==> config.mk <==
export PLATFORM = sky130hd
export DESIGN_NAME = uart_char_rx
export DESIGN_NICKNAME = d
export VERILOG_FILES = /design/src/rtl/uart_rx_pkg.sv /design/src/rtl/uart_rx_sync.sv /design/src/rtl/uart_rx_engine.sv /design/src/rtl/uart_rx_holding.sv /design/src/rtl/uart_char_rx.sv
export SDC_FILE = /design/constraint.sdc
export NUM_CORES = 1
export LEC_CHECK = 0
export ABC_AREA = 1
export BUFFER_PORTS_ARGS = -buffer_cell sky130_fd_sc_hd__clkbuf_2
export CAP_MARGIN = 20
export CORE_MARGIN = 4
export CORE_UTILIZATION = 50
export CTS_CLUSTER_DIAMETER = 40
export CTS_CLUSTER_SIZE = 40
export DETAILED_ROUTE_END_ITERATION = 12
export PLACE_DENSITY_LB_ADDON = 0.08
export SLEW_MARGIN = 20
export SYNTH_ARGS = -nofsm -noshare
export SYNTH_HDL_FRONTEND = slang
export SYNTH_SLANG_ARGS = --single-unit
==> constraint.sdc <==
create_clock -name clk -period 3.3 [get_ports clk]
set_input_delay 0 -clock clk [delete_from_list [all_inputs] [get_ports clk]]
set_output_delay 0 -clock clk [all_outputs]
set_load 0.01 [all_outputs]
==> src/rtl/uart_rx_pkg.sv <==
package uart_rx_pkg;
   typedef enum logic [2:0] {
      RX_IDLE,
      RX_START,
      RX_DATA,
      RX_PAR,
      RX_STOP
   } rx_state_t;

   // Expected parity bit: cfg = {stick, even, enable}
   function automatic logic exp_parity(input logic [2:0] cfg, input logic data_xor);
      if (cfg[2]) return ~cfg[1];
      return cfg[1] ? data_xor : ~data_xor;
   endfunction
endpackage

==> src/rtl/uart_rx_sync.sv <==
module uart_rx_sync #(
   parameter int STAGES = 2
) (
   input  logic clk,
   input  logic rst_n,
   input  logic line_in,
   output logic line_out,
   output logic line_fall
);
   logic line_prev;

   generate
      if (STAGES > 0) begin : g_chain
         logic [STAGES-1:0] chain;
         always_ff @(posedge clk or negedge rst_n) begin
            if (!rst_n) chain <= '1;
            else        chain <= {chain[STAGES-2+((STAGES>1)?0:1):0], line_in};
         end
         assign line_out = chain[STAGES-1];
      end else begin : g_bypass
         assign line_out = line_in;
      end
   endgenerate

   always_ff @(posedge clk or negedge rst_n) begin
      if (!rst_n) line_prev <= 1'b1;
      else        line_prev <= line_out;
   end

   assign line_fall = line_prev & ~line_out;
endmodule

==> src/rtl/uart_rx_engine.sv <==
module uart_rx_engine
   import uart_rx_pkg::*;
#(
   parameter int DW  = 8,
   parameter int OVS = 16
) (
   input  logic          clk,
   input  logic          rst_n,
   input  logic          tick,
   input  logic          line,
   input  logic          line_fall,
   input  logic [1:0]    cfg_len,
   input  logic [2:0]    cfg_par,
   output logic          done,
   output logic [DW-1:0] dout,
   output logic          perr,
   output logic          ferr
);
   localparam int CW   = $clog2(OVS);
   localparam int IW   = $clog2(DW + 1);
   localparam int MINW = DW - 3;
   localparam logic [CW-1:0] MID  = CW'(OVS/2 - 1);
   localparam logic [CW-1:0] FULL = CW'(OVS - 1);

   rx_state_t     state;
   logic [CW-1:0] cnt;
   logic [IW-1:0] idx;
   logic [IW-1:0] nbits;
   logic [DW-1:0] shreg;
   logic          pbit;

   assign nbits = IW'(MINW) + IW'(cfg_len);

   always_ff @(posedge clk or negedge rst_n) begin
      if (!rst_n) begin
         state <= RX_IDLE;
         cnt   <= '0;
         idx   <= '0;
         shreg <= '0;
         pbit  <= 1'b0;
         done  <= 1'b0;
         dout  <= '0;
         perr  <= 1'b0;
         ferr  <= 1'b0;
      end else begin
         done <= 1'b0;
         unique case (state)
            RX_IDLE: if (line_fall) begin
               state <= RX_START;
               cnt   <= '0;
            end
            RX_START: if (tick) begin
               if (cnt == MID) begin
                  cnt <= '0;
                  if (line) state <= RX_IDLE;
                  else begin
                     state <= RX_DATA;
                     idx   <= '0;
                     shreg <= '0;
                  end
               end else cnt <= cnt + 1'b1;
            end
            RX_DATA: if (tick) begin
               if (cnt == FULL) begin
                  cnt        <= '0;
                  shreg[idx] <= line;
                  idx        <= idx + 1'b1;
                  if (idx == nbits - 1'b1) state <= cfg_par[0] ? RX_PAR : RX_STOP;
               end else cnt <= cnt + 1'b1;
            end
            RX_PAR: if (tick) begin
               if (cnt == FULL) begin
                  cnt   <= '0;
                  pbit  <= line;
                  state <= RX_STOP;
               end else cnt <= cnt + 1'b1;
            end
            RX_STOP: if (tick) begin
               if (cnt == FULL) begin
                  cnt   <= '0;
                  done  <= 1'b1;
                  dout  <= shreg;
                  perr  <= cfg_par[0] & (pbit != exp_parity(cfg_par, ^shreg));
                  ferr  <= ~line;
                  state <= RX_IDLE;
               end else cnt <= cnt + 1'b1;
            end
            default: state <= RX_IDLE;
         endcase
      end
   end
endmodule

==> src/rtl/uart_rx_holding.sv <==
module uart_rx_holding #(
   parameter int DW = 8
) (
   input  logic          clk,
   input  logic          rst_n,
   input  logic          load,
   input  logic [DW-1:0] din,
   input  logic          pin,
   input  logic          fin,
   input  logic          rd_stb,
   input  logic          irq_en,
   output logic [DW-1:0] rbr,
   output logic          perr,
   output logic          ferr,
   output logic          avail,
   output logic          overrun,
   output logic          irq
);
   always_ff @(posedge clk or negedge rst_n) begin
      if (!rst_n) begin
         rbr     <= '0;
         perr    <= 1'b0;
         ferr    <= 1'b0;
         avail   <= 1'b0;
         overrun <= 1'b0;
      end else begin
         if (load) begin
            rbr   <= din;
            perr  <= pin;
            ferr  <= fin;
            avail <= 1'b1;
            if (avail && !rd_stb) overrun <= 1'b1;
            else if (rd_stb)      overrun <= 1'b0;
         end else if (rd_stb) begin
            avail   <= 1'b0;
            overrun <= 1'b0;
         end
      end
   end

   assign irq = avail & irq_en;
endmodule

==> src/rtl/uart_char_rx.sv <==
module uart_char_rx #(
   parameter int DW          = 8,
   parameter int OVS         = 16,
   parameter int SYNC_STAGES = 2
) (
   input  logic          clk,
   input  logic          rst_n,
   input  logic          tick16,
   input  logic          rxd,
   input  logic [1:0]    cfg_len,
   input  logic [2:0]    cfg_par,
   input  logic          irq_en,
   input  logic          rd_stb,
   output logic [DW-1:0] rx_char,
   output logic          rx_perr,
   output logic          rx_ferr,
   output logic          rx_avail,
   output logic          rx_overrun,
   output logic          irq
);
   generate
      if (DW < 4)                   begin : g_bad_dw   $error("DW must be at least 4"); end
      if (OVS < 4 || (OVS % 2) != 0) begin : g_bad_ovs  $error("OVS must be even and at least 4"); end
      if (SYNC_STAGES < 0)          begin : g_bad_sync $error("SYNC_STAGES must not be negative"); end
   endgenerate

   logic          line_s, line_fall;
   logic          rx_done;
   logic [DW-1:0] eng_data;
   logic          eng_perr, eng_ferr;

   uart_rx_sync #(.STAGES(SYNC_STAGES)) u_sync (
      .clk(clk), .rst_n(rst_n), .line_in(rxd),
      .line_out(line_s), .line_fall(line_fall)
   );

   uart_rx_engine #(.DW(DW), .OVS(OVS)) u_eng (
      .clk(clk), .rst_n(rst_n), .tick(tick16), .line(line_s), .line_fall(line_fall),
      .cfg_len(cfg_len), .cfg_par(cfg_par),
      .done(rx_done), .dout(eng_data), .perr(eng_perr), .ferr(eng_ferr)
   );

   uart_rx_holding #(.DW(DW)) u_hold (
      .clk(clk), .rst_n(rst_n), .load(rx_done), .din(eng_data),
      .pin(eng_perr), .fin(eng_ferr), .rd_stb(rd_stb), .irq_en(irq_en),
      .rbr(rx_char), .perr(rx_perr), .ferr(rx_ferr),
      .avail(rx_avail), .overrun(rx_overrun), .irq(irq)
   );
endmodule

# Word-level counts from Yosys, hierarchy flattened
# Cells that the tools add are included.
dict set report totals {
  reg_bits 46
  latch_bits 0
  ramBits 0
  romBits 0
  wordCells 114
  mem_count 0
}
dict set report op_classes {
  n_addsub 4
  n_mul 0
  div 0
  n_lt_le_gt_ge 2
  eq_ne 20
  shift 0
  mux 52
  bitwise_logic 6
  n_reduce_logical 14
}
# operator count
set ops {}
lappend ops {{4-bit 2-to-1 mux} 10}
lappend ops {{8-bit 2-to-1 mux} 5}
lappend ops {{3-bit 2-to-1 mux} 11}
lappend ops {{1-bit 2-to-1 mux} 19}
lappend ops {{8-bit case mux with 2 select lines} 1}
lappend ops {{3-bit case mux with 5 select lines} 1}
lappend ops {{2-bit by 1-bit != test with 1-bit output (second input constant)} 6}
lappend ops {{2-bit != test (second input constant)} 6}
lappend ops {{4-bit case mux with 3 select lines} 1}
lappend ops {{10-bit AND reduction} 1}
lappend ops {{4-bit by 1-bit adder with 4-bit output (second input constant)} 2}
lappend ops {{8-bit bitwise mux} 1}
lappend ops {{4-bit case mux with 2 select lines} 1}
lappend ops {{8-bit parity} 1}
lappend ops {{3-bit by 2-bit == test with 1-bit output (second input constant)} 2}
lappend ops {{3-bit AND reduction} 2}
lappend ops {{6-bit AND reduction} 1}
lappend ops {{3-bit by 2-bit adder with 4-bit output (first input constant)} 1}
lappend ops {{4-bit by 3-bit == test with 1-bit output (second input constant)} 1}
lappend ops {{4-bit == test} 1}
lappend ops {{4-bit == test (second input constant)} 1}
lappend ops {{4-bit by 1-bit greater-or-equal comparator with 1-bit output (second input constant)} 1}
lappend ops {{4-bit less-than comparator (second input constant)} 1}
lappend ops {{4-bit AND reduction} 1}
lappend ops {{14 further kinds} 20}

# Longest topological paths before layout
# Gate-level depths: netlist of the first run.
dict set report depth {
  ltp_word 10
  ltp_mapped 11
  mapped_depth_nobuf 11
}

# Cells and area by module
# A second synthesis of the first run with hierarchy kept.
dict set report unflattened {
  cells_unflattened 306
  area_unflattened_um2 2362.3
}
# mod n_inst cells_each area_each_um2
set modules_own_cells {}
lappend modules_own_cells {uart_rx_engine 1 248 1806.7}
lappend modules_own_cells {uart_rx_holding 1 53 466.7}
lappend modules_own_cells {uart_rx_sync 1 5 88.8}

# Worst setup path after synthesis of the first run
# No wires, ideal clock.
dict set report synth_timing {
  kind {register -> register}
  start {reg u_sync.g_chain.chain[1]}
  end {reg u_eng.state[1]}
  t_arrival_ns 1.463
  slack_ns 1.760
  path_stages_with_launch 10
  path_buffers 1
  synth_period_minus_slack_ns 1.540
  cell_sequence {dfstp_2 -> clkbuf_1 -> inv_1 -> a21oi_1 -> nor2_1 -> nand2_1 -> nor2_2 -> nand2_1 -> nand2_1 -> o21ai_1}
}
dict set report synth_between {
  elab_chain_len 4
  word_cells_on_any_way 8
}
# item line
set synth_rtl {}
lappend synth_rtl {{start, declared} uart_rx_sync.sv:14} ;# logic [STAGES-1:0] chain;
lappend synth_rtl {{start signal, assigned} uart_rx_sync.sv:17} ;# else chain <= {chain[STAGES-2+((STAGES>1)?0:1):0], line_in};
lappend synth_rtl {{2-bit 2-to-1 mux or 1-bit inverter (tied branches)} {uart_rx_engine.sv:55, uart_rx_sync.sv:30}}
lappend synth_rtl {{3-bit 2-to-1 mux or 1-bit bitwise AND (tied branches)} {uart_rx_engine.sv:53, uart_rx_sync.sv:30}}
lappend synth_rtl {{3-bit 2-to-1 mux or 2-bit != test (tied branches)} -}
lappend synth_rtl {{3-bit case mux with 5 select lines or 10-bit AND reduction (tied branches)} -}
lappend synth_rtl {{end signal, assigned} uart_rx_engine.sv:68} ;# if (idx == nbits - 1'b1) state <= cfg_par[0] ? RX_PAR : RX_STOP;
lappend synth_rtl {{end, declared} uart_rx_engine.sv:25} ;# rx_state_t state;
# Parallel ways exist; a longest one is shown, timed or not. The select of a mux whose other input is x is not followed.
# A chain may end at the register's enable or synchronous reset.

# Worst setup path after layout of the first run
dict set report layout_timing {
  start {reg u_eng.cnt[0]}
  end {reg u_eng.perr}
}
dict set report layout_between {
  elab_chain_len 2
}
# item line
set layout_rtl {}
lappend layout_rtl {{start, declared} uart_rx_engine.sv:26} ;# logic [CW-1:0] cnt;
lappend layout_rtl {{start signal, assigned} uart_rx_engine.sv:61} ;# end else cnt <= cnt + 1'b1;
lappend layout_rtl {{start signal, assigned} uart_rx_engine.sv:69} ;# end else cnt <= cnt + 1'b1;
lappend layout_rtl {{start signal, assigned} uart_rx_engine.sv:76} ;# end else cnt <= cnt + 1'b1;
lappend layout_rtl {{4-bit == test} uart_rx_engine.sv:79} ;# if (cnt == FULL) begin
lappend layout_rtl {{3-bit AND reduction (no line)} -}
lappend layout_rtl {{end signal, assigned} uart_rx_engine.sv:83} ;# perr <= cfg_par[0] & (pbit != exp_parity(cfg_par, ^shreg));
lappend layout_rtl {{end, declared} uart_rx_engine.sv:16} ;# output logic perr,
# No other way between the ends.

==> impl_metrics.csv, run 1 <==
group,metric,value,unit
timing,slew_violations,0,
run_status,outcome,"finished clean",
drt,antenna_left,0,
yosys,avgSynthCellArea,7.850,um2
setup_path,crit_family,"simple AND/OR/NAND/NOR gates",
power_and_ir_drop,internal_power,1.002,mW
drt,wl_met1,2.127,mm
clock_network,cts_buffers,5,
finish,n_antenna_cell,0,
timing,fin_crit_sh,0.5498,
yosys,ys_seq_area_frac,0.4920,
floorplan,ios,24,
drt,vias_per_cell,5.220,
drt,drc,0,
yosys,syn_inst,299,
floorplan,die_h,76.52,um
yosys,synth.cell_area,2347,um2
setup_path,cp_num_buf_inv,1,
yosys,synthSimpleGateAreaFrac,0.3028,
yosys,synth_xor_area_frac,0.01119,
timing,skew,4.021,ps
yosys,synth-compound-area-share,0.1029,
power_and_ir_drop,p_leak,1.370,nW
yosys,ys_types,32,
finish,area_growth,11.94,%
global_route,grt_pass1_wl,7.997,mm
power_and_ir_drop,p_seq_frac,0.436,
hold_path,hp-class,"input pin to flip-flop",
yosys,yosys_warnings,0,
yosys,synth_nets,313,
setup_path,crit_path_cell_trace,"ha_1, nand2_1, nor2_1, nand2_1, nor2_1, inv_1, nor2_1, nand3_1, nand2_1",
placement,place.gp.congestion,0.8560,
setup_path,cpMaxStageDelayCell,"dfrtp_1",
clock_network,clock_tree.root_cell,"clkbuf_8",
timing,setup_viol,0,
finish,nets,338,
drt,wirelength,4.570,mm
power_and_ir_drop,power,1.589,mW
global_route,grtUsageTotal,0.1670,
placement,dpl.cell_count,365,
drt,wl_met3,193,um
power_and_ir_drop,max-vdd-ir-drop,0.2641,mV
timing,hold_viol,0,
clock_network,cts_setup_buffers,0,
timing,final.setup.tns,0,ps
power_and_ir_drop,power_frac_clock,0.256,
run,cap_violations,0,
placement,port_buffers,23,
setup_path,cp_max_fo,20,
clock_network,clk_pin_slew,80,ps
floorplan,core_area,4444,um2
finish,fin_util,0.5912,
power_and_ir_drop,combinationalPowerShare,0.308,
yosys,synthAdderAreaFrac,0.01599,
yosys,synth-seq-cells,46,
global_route,grt_overflow_total,0,
setup_path,cp-end-kind,"flip-flop",
drt,vias,1968,
setup_path,worstPathArrival,2050,ps
placement,dp_hpwl,3.342,mm
finish,fillers,446,
finish,instances_no_fill,377,
clock_network,cts_max_level,2,
timing,period_needed,1814,ps
clock_network,ctsResizeCount,0,
power_and_ir_drop,power_switching,0.5867,mW
yosys,synth_top_family_by_area,"simple AND/OR/NAND/NOR gates",
power_and_ir_drop,powerDensity,604.7,nW/um2
yosys,synth_mux_area_frac,0,
global_route,grt_max_degree,31,
timing,max-slew-margin-rel,0.6554,
power_and_ir_drop,p_sw_frac,0.3692,
global_route,grt_pass1_vias,1786,
placement,post-place-ws,1520,ps
setup_path,max_stage_delay,410,ps
timing,fin_ws,1486,ps
clock_network,cts_sinks,46,
timing,rsz0062_at_grt,"no",
setup_path,worstPathRequired,3530,ps
drt,drtPass1Iterations,4,
clock_network,clk-insertion-delay-late,290,ps
drt,avgRoutedWirePerCell,12.12,um
clock_network,cts_hold_buf,4,
floorplan,dieArea,5855,um2
drt,wl_met2,2.192,mm
clock_network,clockBufferDepth,2,
drt,initialDrtViolationCount,128,
floorplan,start_util,0.5282,
clock_network,cts_tree,"done",
setup_path,start_kind,"flip-flop",
timing,worstMarginPinSlew,516.3,ps
setup_path,crit_type,"flip-flop to flip-flop",
finish,drive_above_1_share,0.1415,
drt,dr.max_layer_used,"met4",
timing,max_clock_freq,551.2,MHz
floorplan,rows,24,
floorplan,die_w,76.52,um
global_route,antenna_found_initial,0,
worst register-to-register path: cells and delay by family (launching register included):
kind | cells | cell delay, ps
buf+inv | 1 | 250
simple gates | 7 | 910
flops | 1 | 410
fa+ha+maj | 1 | 180
power by group through the flow:
stage               Clock [mW]  Sequential [mW]  Combinational, mW
floorplan                    0            0.678              0.415
global placement             0            0.699              0.478
detailed placement           0            0.700              0.487
global route             0.453            0.701              0.558
CTS                      0.422            0.690              0.492
finish                   0.406            0.693              0.490
final cells by class:
| cell class | count | area, um2 | area share |
|---|---|---|---|
| sequential | 46 | 1155 | 0.4395 |
| multi-input combinational | 211 | 1016 | 0.3867 |
| timing repair buffer | 28 | 162.7 | 0.06190 |
| inverter | 32 | 122.6 | 0.04667 |
| clock buffer | 7 | 76.32 | 0.02905 |
| tap | 52 | 65.06 | 0.02476 |
| clock inverter | 1 | 30.03 | 0.01143 |
cells by family (layout without fill, tap and decap cells):
| family | Yosys count | in the layout |
|---|---|---|
| AO/OA/AOI/OAI | 44 | 44 |
| AND/OR/NAND/NOR | 161 | 161 |
| XOR/XNOR | 3 | 3 |
| buffers and inverters | 42 | 68 |
| flip-flops | 46 | 46 |
| adder cells (fa/ha/maj) | 3 | 3 |
flip-flops by register name, indices dropped and copies added, names as in the netlist:
signal,count
u_eng.shreg,8
u_sync.g_chain.chain,2
u_hold.overrun,1
u_eng.idx,4
u_eng.done,1
u_eng.dout,8
u_hold.avail,1
u_eng.ferr,1
u_hold.rbr,8
u_hold.perr,1
u_hold.ferr,1
u_eng.cnt,4
u_eng.pbit,1
u_sync.line_prev,1
u_eng.perr,1
u_eng.state,3
placed cells by master, fill, tap and decap left out, types with 2 or more instances in the layout:
cell,instances
nand2_1,103
dfrtp_1,43
inv_1,29
clkbuf_2,23
nor2_1,22
o21ai_0,21
o21ai_1,12
nand3_1,12
nand4_1,9
nor4_1,6
a21oi_1,5
clkbuf_8,5
dlygate4sd3_1,4
ha_1,3
dfstp_2,3
inv_2,2
a22oi_1,2
nor2_2,2
nor3_1,2
xor2_1,2
clkbuf_1,2
worst paths after layout:
path,depth (start not counted),slack [ps],to,from
worst max-delay path,9,1490,u_eng.perr,u_eng.cnt[0]
worst min-delay path,3,50,u_eng.state[1],cfg_par[0]
worst max register to register,9,1490,u_eng.perr,u_eng.cnt[0]
worst min register to register,0,360,u_sync.g_chain.chain[1],u_sync.g_chain.chain[0]
max in group asynchronous,3,2330,u_sync.line_prev,rst_n
min in group asynchronous,2,190,u_eng.pbit,rst_n
Yosys cell counts, drive strengths merged:
library cell	number	area, um2
nand2	104	397.9
a21oi	6	33.78
dfstp	3	78.83
nand4	9	56.30
o21bai	1	11.26
a21boi	1	7.510
ha	3	37.54
a22oi	2	15.01
nor2	25	115.1
xnor2	1	8.760
nor3	2	10.01
nand3	14	87.59
xor2	2	17.52
inv	32	122.6
dfrtp	43	1076
buf	4	31.27
clkbuf	6	22.52
or2	1	6.260
nor4	6	37.54
o21ai	34	173.9
layer usage:
metal | vias up | global-route usage
met5 | - | 0
met4 | 0 | 0.07428
met3 | 9 | 0.03073
met2 | 47 | 0.2768
met1 | 903 | 0.2119
li1 | 1009 | -
metrics by stage:
stage / area (um2) / hold WS [ps]
floorplan: 2347 / -295.6
global placement: 2481 / -32.09
global route: 2628 / 77.99
CTS: 2628 / 43.58
finish: 2628 / 54.00
detailed placement: 2481 / -22.73
(Power assumes the default switching activity.)
==> run 2: changes to the inputs <==
Settings changed: ABC_AREA 1 to 0.
Clock period 3.3 ns to 1.6 ns, I/O delays scaled along.
==> impl_metrics.csv, run 2 <==
group,metric,value,unit
global_route,grt_overflow_total,0,
drt,drc,0,
power_and_ir_drop,p_seq_frac,0.411,
yosys,ys_types,39,
timing,rsz0062_at_grt,"yes",
global_route,grt_pass1_vias,1607,
clock_network,cts_max_level,2,
power_and_ir_drop,combinationalPowerShare,0.359,
yosys,ys_seq_area_frac,0.5177,
drt,initialDrtViolationCount,102,
timing,fin_ws,-94.80,ps
floorplan,ios,24,
setup_path,crit_family,"compound AO/OA/AOI/OAI gates",
setup_path,worstPathArrival,1880,ps
yosys,synth_area_leader_cell,"dfrtp_1",
clock_network,cts_sinks,46,
finish,area_growth,26.36,%
setup_path,cpMaxStageDelayCell,"dfrtp_1",
yosys,synth-seq-cells,46,
floorplan,die_w,74.80,um
yosys,ys_top_cells_by_area,"dfrtp_1, nand2_1, mux2_2",
finish,layout_common_cells,"dfrtp_1, nand2_1, buf_4, clkbuf_2, o21ai_1",
placement,place_area,2594,um2
floorplan,dieArea,5594,um2
setup_path,crit_type,"flip-flop to flip-flop",
setup_path,cp-end-kind,"flip-flop",
finish,fillers,381,
timing,period_needed,1695,ps
setup_path,r2r-start,"u_eng.state[0]",
yosys,synth.cell_area,2231,um2
run,cap_violations,0,
finish,top_regs,"u_eng.dout x8, u_eng.shreg x8, u_hold.rbr x8",
power_and_ir_drop,power_frac_clock,0.230,
floorplan,start_util,0.5159,
yosys,synth_top_area_share,0.4823,
power_and_ir_drop,p_sw_frac,0.3279,
finish,layout_commonest_cell,"dfrtp_1",
power_and_ir_drop,max-vdd-ir-drop,0.7892,mV
finish,n_antenna_cell,0,
finish,fin_area,2819,um2
finish,drive_above_1_share,0.3416,
power_and_ir_drop,power,3.198,mW
setup_path,crit_path_start,"u_eng.state[0]",
global_route,grt_pass1_wl,7.486,mm
yosys,avgSynthCellArea,9.959,um2
yosys,synth_edf_count,0,
timing,max_clock_freq,590.0,MHz
power_and_ir_drop,power_switching,1.049,mW
yosys,ys_top_cells_by_count,"dfrtp_1, nand2_1, o21ai_0",
global_route,grt_max_degree,24,
run_status,outcome,"complete, but fails checks",
timing,slew_violations,0,
yosys,yosys_warnings,0,
drt,wirelength,4.456,mm
timing,setup_viol,11,
clock_network,clk-insertion-delay-late,300,ps
drt,antenna_left,0,
yosys,synth_most_common_cell,"dfrtp_1",
timing,fin_crit_sh,1.059,
floorplan,rows,24,
clock_network,clk_pin_slew,90,ps
drt,avgRoutedWirePerCell,13.38,um
placement,port_buffers,23,
timing,worstMarginPinSlew,541.0,ps
placement,dp_hpwl,3.295,mm
hold_path,hp-class,"input pin to flip-flop",
setup_path,max_stage_delay,420,ps
yosys,async_flop_share,1.000,
drt,drtPass1Iterations,4,
clock_network,clock_tree.root_cell,"clkbuf_8",
finish,fin_util,0.6519,
floorplan,core_area,4324,um2
clock_network,cts_buffers,5,
drt,vias,1738,
timing,skew,4.542,ps
run_status,violations,"negative setup slack",
global_route,grtUsageTotal,0.1752,
yosys,syn_inst,224,
hold_path,min_from,"cfg_par[1]",
floorplan,die_h,74.80,um
timing,hold_viol,0,
yosys,synth_flop_cell,"dfrtp_1",
timing,max-slew-margin-rel,0.6394,
placement,place.gp.congestion,0.8288,
setup_path,cp_num_buf_inv,1,
power_and_ir_drop,internal_power,2.149,mW
setup_path,cp_max_fo,7,
global_route,antenna_found_initial,0,
yosys,synth_nets,238,
power_and_ir_drop,p_leak,1.407,nW
clock_network,cts_tree,"done",
setup_path,start_kind,"flip-flop",
finish,nets,294,
drt,vias_per_cell,5.219,
power_and_ir_drop,powerDensity,1134,nW/um2
setup_path,crit_path_cell_trace,"or3b_4, a211o_1, buf_4, o21ai_1, o31ai_2",
timing,whs,123.5,ps
clock_network,clockBufferDepth,2,
setup_path,worstPathRequired,1790,ps
-- run 2: layer usage --
| layer | wire length (um) | track usage |
|---|---|---|
| met5 | 0 | 0 |
| met4 | 23 | 0.05336 |
| met1 | 2224 | 0.2494 |
| met2 | 2020 | 0.2741 |
| met3 | 186 | 0.03204 |
-- run 2: worst reg2reg max path, stage by stage, from the launching register on --
cell	delay, ps
dfrtp_1	420
or3b_4	400
a211o_1	350
buf_4	180
o21ai_1	160
o31ai_2	80
-- run 2: logic make-up after synthesis --
| kind of cell | after synthesis | synth area share |
|---|---|---|
| AND/OR/NAND/NOR | 85 | 0.1840 |
| AO/OA/AOI/OAI | 46 | 0.1268 |
| flip-flops | 46 | 0.5177 |
| buffers and inverters | 16 | 0.03029 |
| XOR/XNOR | 14 | 0.05496 |
| multiplexers | 14 | 0.06955 |
| adder cells (fa/ha/maj) | 3 | 0.01683 |
-- run 2: power groups by stage --
stage	logic (mW)	registers (mW)	clock network (mW)
after global routing	1.27	1.32	0.807
final	1.15	1.31	0.735
after detailed placement	1.02	1.34	0
after global placement	1.02	1.33	0
after CTS	1.10	1.31	0.761
after floorplan	0.622	1.31	0
-- run 2: worst paths after layout --
kind | depth (start not counted) | slack (ps) | endpoint
setup reg to reg | 5 | -90 | u_eng.shreg[0]
hold / removal | 4 | 120 | u_eng.perr
max in group asynchronous | 3 | 720 | u_sync.g_chain.chain[1]
setup / recovery | 5 | -90 | u_eng.shreg[0]
min in group asynchronous | 2 | 210 | u_hold.avail
hold reg to reg | 0 | 360 | u_sync.g_chain.chain[1]
-- run 2: timing repair --
item,4_1_cts,5_1_grt
endpoints found under the hold margin,24,0
gates resized for setup,5,22
pin swaps,1,5
buffers inserted,1,0
hold buffers,5,0
endpoints found under the setup margin,10,27
-- run 2: area by class of cell --
| type | instances | area (um2) | area share |
|---|---|---|---|
| sequential | 46 | 1155 | 0.4097 |
| multi-input combinational | 162 | 1081 | 0.3835 |
| timing repair buffer | 59 | 401.6 | 0.1425 |
| clock buffer | 5 | 68.82 | 0.02441 |
| tap | 52 | 65.06 | 0.02308 |
| clock inverter | 3 | 25.02 | 0.008877 |
| inverter | 6 | 22.52 | 0.007989 |
-- run 2: stage by stage --
step / TNS, ps / setup slack [ps] / instances
after global placement: -92.02 / -36.24 / 319
final: -574.1 / -94.80 / 333
after floorplan: 0 / 0.5654 / 224
after detailed placement: -389.6 / -76.62 / 319
after CTS: -270.0 / -49.48 / 333
after global routing: -1402 / -156.1 / 333
==> run 3: changes to the inputs <==
Settings changed: BUFFER_PORTS_ARGS -buffer_cell sky130_fd_sc_hd__clkbuf_2 to default, DONT_BUFFER_PORTS from default to 1.
==> impl_metrics.csv, run 3 (same netlist as run 2, synthesis figures left out) <==
group,metric,value,unit
timing,fin_crit_sh,1.044,
drt,wirelength,4.762,mm
finish,layout_commonest_cell,"dfrtp_1",
finish,drive_above_1_share,0.3038,
timing,period_needed,1670,ps
timing,slew_violations,0,
timing,rsz0062_at_grt,"yes",
timing,whs,12.60,ps
timing,setup_viol,6,
power_and_ir_drop,p_leak,1.330,nW
setup_path,crit_path_start,"u_eng.state[0]",
setup_path,crit_path_cell_trace,"or3b_4, a211o_1, nor2_2, nand2_2, o31ai_2",
clock_network,cts_sinks,46,
global_route,grtUsageTotal,0.1838,
timing,max-slew-margin-rel,0.6892,
clock_network,cts_max_level,2,
global_route,use_met1,0.2332,
clock_network,clock_tree.root_cell,"clkbuf_8",
hold_path,hp-class,"input pin to flip-flop",
placement,port_buffers,0,
floorplan,die_w,74.80,um
drt,drc,0,
drt,drtPass1Iterations,4,
finish,top_regs,"u_eng.dout x8, u_eng.shreg x8, u_hold.rbr x8",
setup_path,max_stage_delay,410,ps
hold_path,min_from,"tick16",
floorplan,ios,24,
clock_network,cts_tree,"done",
power_and_ir_drop,power_frac_clock,0.213,
setup_path,cpMaxStageDelayCell,"or3b_4",
power_and_ir_drop,power_switching,1.054,mW
power_and_ir_drop,powerDensity,1167,nW/um2
global_route,grt.met3_usage,0.04005,
clock_network,clockBufferDepth,2,
run_status,violations,"negative setup slack",
setup_path,cp_max_fo,4,
run_status,outcome,"complete, but fails checks",
global_route,met2_usage,0.3200,
clock_network,clk_pin_slew,80,ps
finish,nets,273,
clock_network,clk-insertion-delay-late,290,ps
finish,area_growth,24.79,%
drt,vias,1712,
timing,hold_viol,0,
finish,fillers,355,
setup_path,worstPathRequired,1810,ps
floorplan,die_h,74.80,um
power_and_ir_drop,p_sw_frac,0.3246,
run,cap_violations,0,
drt,vias_per_cell,5.487,
setup_path,worstPathArrival,1880,ps
setup_path,crit_family,"simple AND/OR/NAND/NOR gates",
setup_path,r2r_slack,-70,ps
floorplan,rows,24,
power_and_ir_drop,combinationalPowerShare,0.377,
global_route,grt_pass1_vias,1739,
finish,layout_common_cells,"dfrtp_1, nand2_1, buf_4, o21ai_1, mux2_2",
drt,initialDrtViolationCount,56,
placement,dp_hpwl,3.337,mm
finish,n_antenna_cell,0,
floorplan,core_area,4324,um2
power_and_ir_drop,internal_power,2.194,mW
power_and_ir_drop,p_seq_frac,0.410,
floorplan,dieArea,5594,um2
setup_path,r2r-start,"u_eng.state[0]",
global_route,grt-busiest-layer,"met2",
global_route,grt_pass1_wl,7.921,mm
floorplan,start_util,0.5159,
timing,fin_ws,-69.60,ps
global_route,antenna_found_initial,0,
setup_path,cp_num_buf_inv,0,
timing,worstMarginPinSlew,466.2,ps
setup_path,start_kind,"flip-flop",
drt,antenna_left,0,
clock_network,cts_buffers,5,
setup_path,cp-end-kind,"flip-flop",
finish,instances_no_fill,312,
timing,max_clock_freq,598.9,MHz
power_and_ir_drop,max-vdd-ir-drop,0.5899,mV
placement,dpl.cell_count,293,
drt,avgRoutedWirePerCell,15.26,um
placement,place.gp.congestion,0.7767,
global_route,grt_overflow_total,0,
global_route,grt_max_degree,47,
timing,skew,5.229,ps
setup_path,crit_type,"flip-flop to flip-flop",
[run 3: area by class of cell]
cell class,instances,area (um2),area share
Clock buffer,5,68.82,0.02472
Clock inverter,3,21.27,0.007640
Multi-Input combinational cell,162,1116,0.4009
Sequential cell,46,1156,0.4153
Timing Repair Buffer,38,334.1,0.1200
Tap cell,52,65.06,0.02337
Inverter,6,22.52,0.008090
[run 3: path summary, 6_finish.rpt]
check | to | cells after the start
worst max register to register | u_eng.shreg[0] | 5
max in group asynchronous | u_sync.g_chain.chain[1] | 2
worst min-delay path | u_eng.done | 3
min in group asynchronous | u_eng.cnt[3] | 2
worst max-delay path | u_eng.shreg[0] | 5
worst min register to register | u_sync.g_chain.chain[1] | 0
[run 3: tightest hold or removal path, cell delays in order]
cell,delay [ps]
nand3_4,70
inv_2,40
buf_4,150
[run 3: power groups by stage]
| stage | Clock, mW | Combinational (mW) | Sequential (mW) |
|---|---|---|---|
| after floorplan | 0 | 0.622 | 1.31 |
| after CTS | 0.715 | 1.14 | 1.32 |
| after global routing | 0.765 | 1.35 | 1.35 |
| after global placement | 0 | 0.956 | 1.34 |
| after detailed placement | 0 | 0.995 | 1.34 |
| final | 0.692 | 1.22 | 1.33 |
[run 3: through the flow]
| step | util | setup WS (ps) | area, um2 | TNS (ps) | total power [mW] |
|---|---|---|---|---|---|
| after floorplan | - | 0.5654 | 2233 | 0 | 1.931 |
| after global placement | 0.5680 | -39.71 | 2456 | -99.12 | 2.294 |
| after detailed placement | 0.5680 | -68.77 | 2456 | -353.4 | 2.339 |
| after CTS | 0.6276 | -61.24 | 2714 | -199.5 | 3.174 |
| after global routing | 0.6438 | -146.5 | 2784 | -1208 | 3.456 |
| final | 0.6438 | -69.60 | 2784 | -208.9 | 3.248 |
[run 3: timing repair]
item	4_1_cts	5_1_grt
resized for setup	20	19
pin swaps	4	8
endpoints found under the setup margin	14	25
buffers inserted	3	0
hold buffers	8	0
cloned	0	0
endpoints found under the hold margin	52	0
[run 3: routing by layer]
layer,up-vias,part of all wire,wire length [um]
li1,845,-,-
met1,830,0.44,2108
met2,31,0.50,2360
met3,6,0.053,253
met4,0,0.0084,40
met5,-,0,0
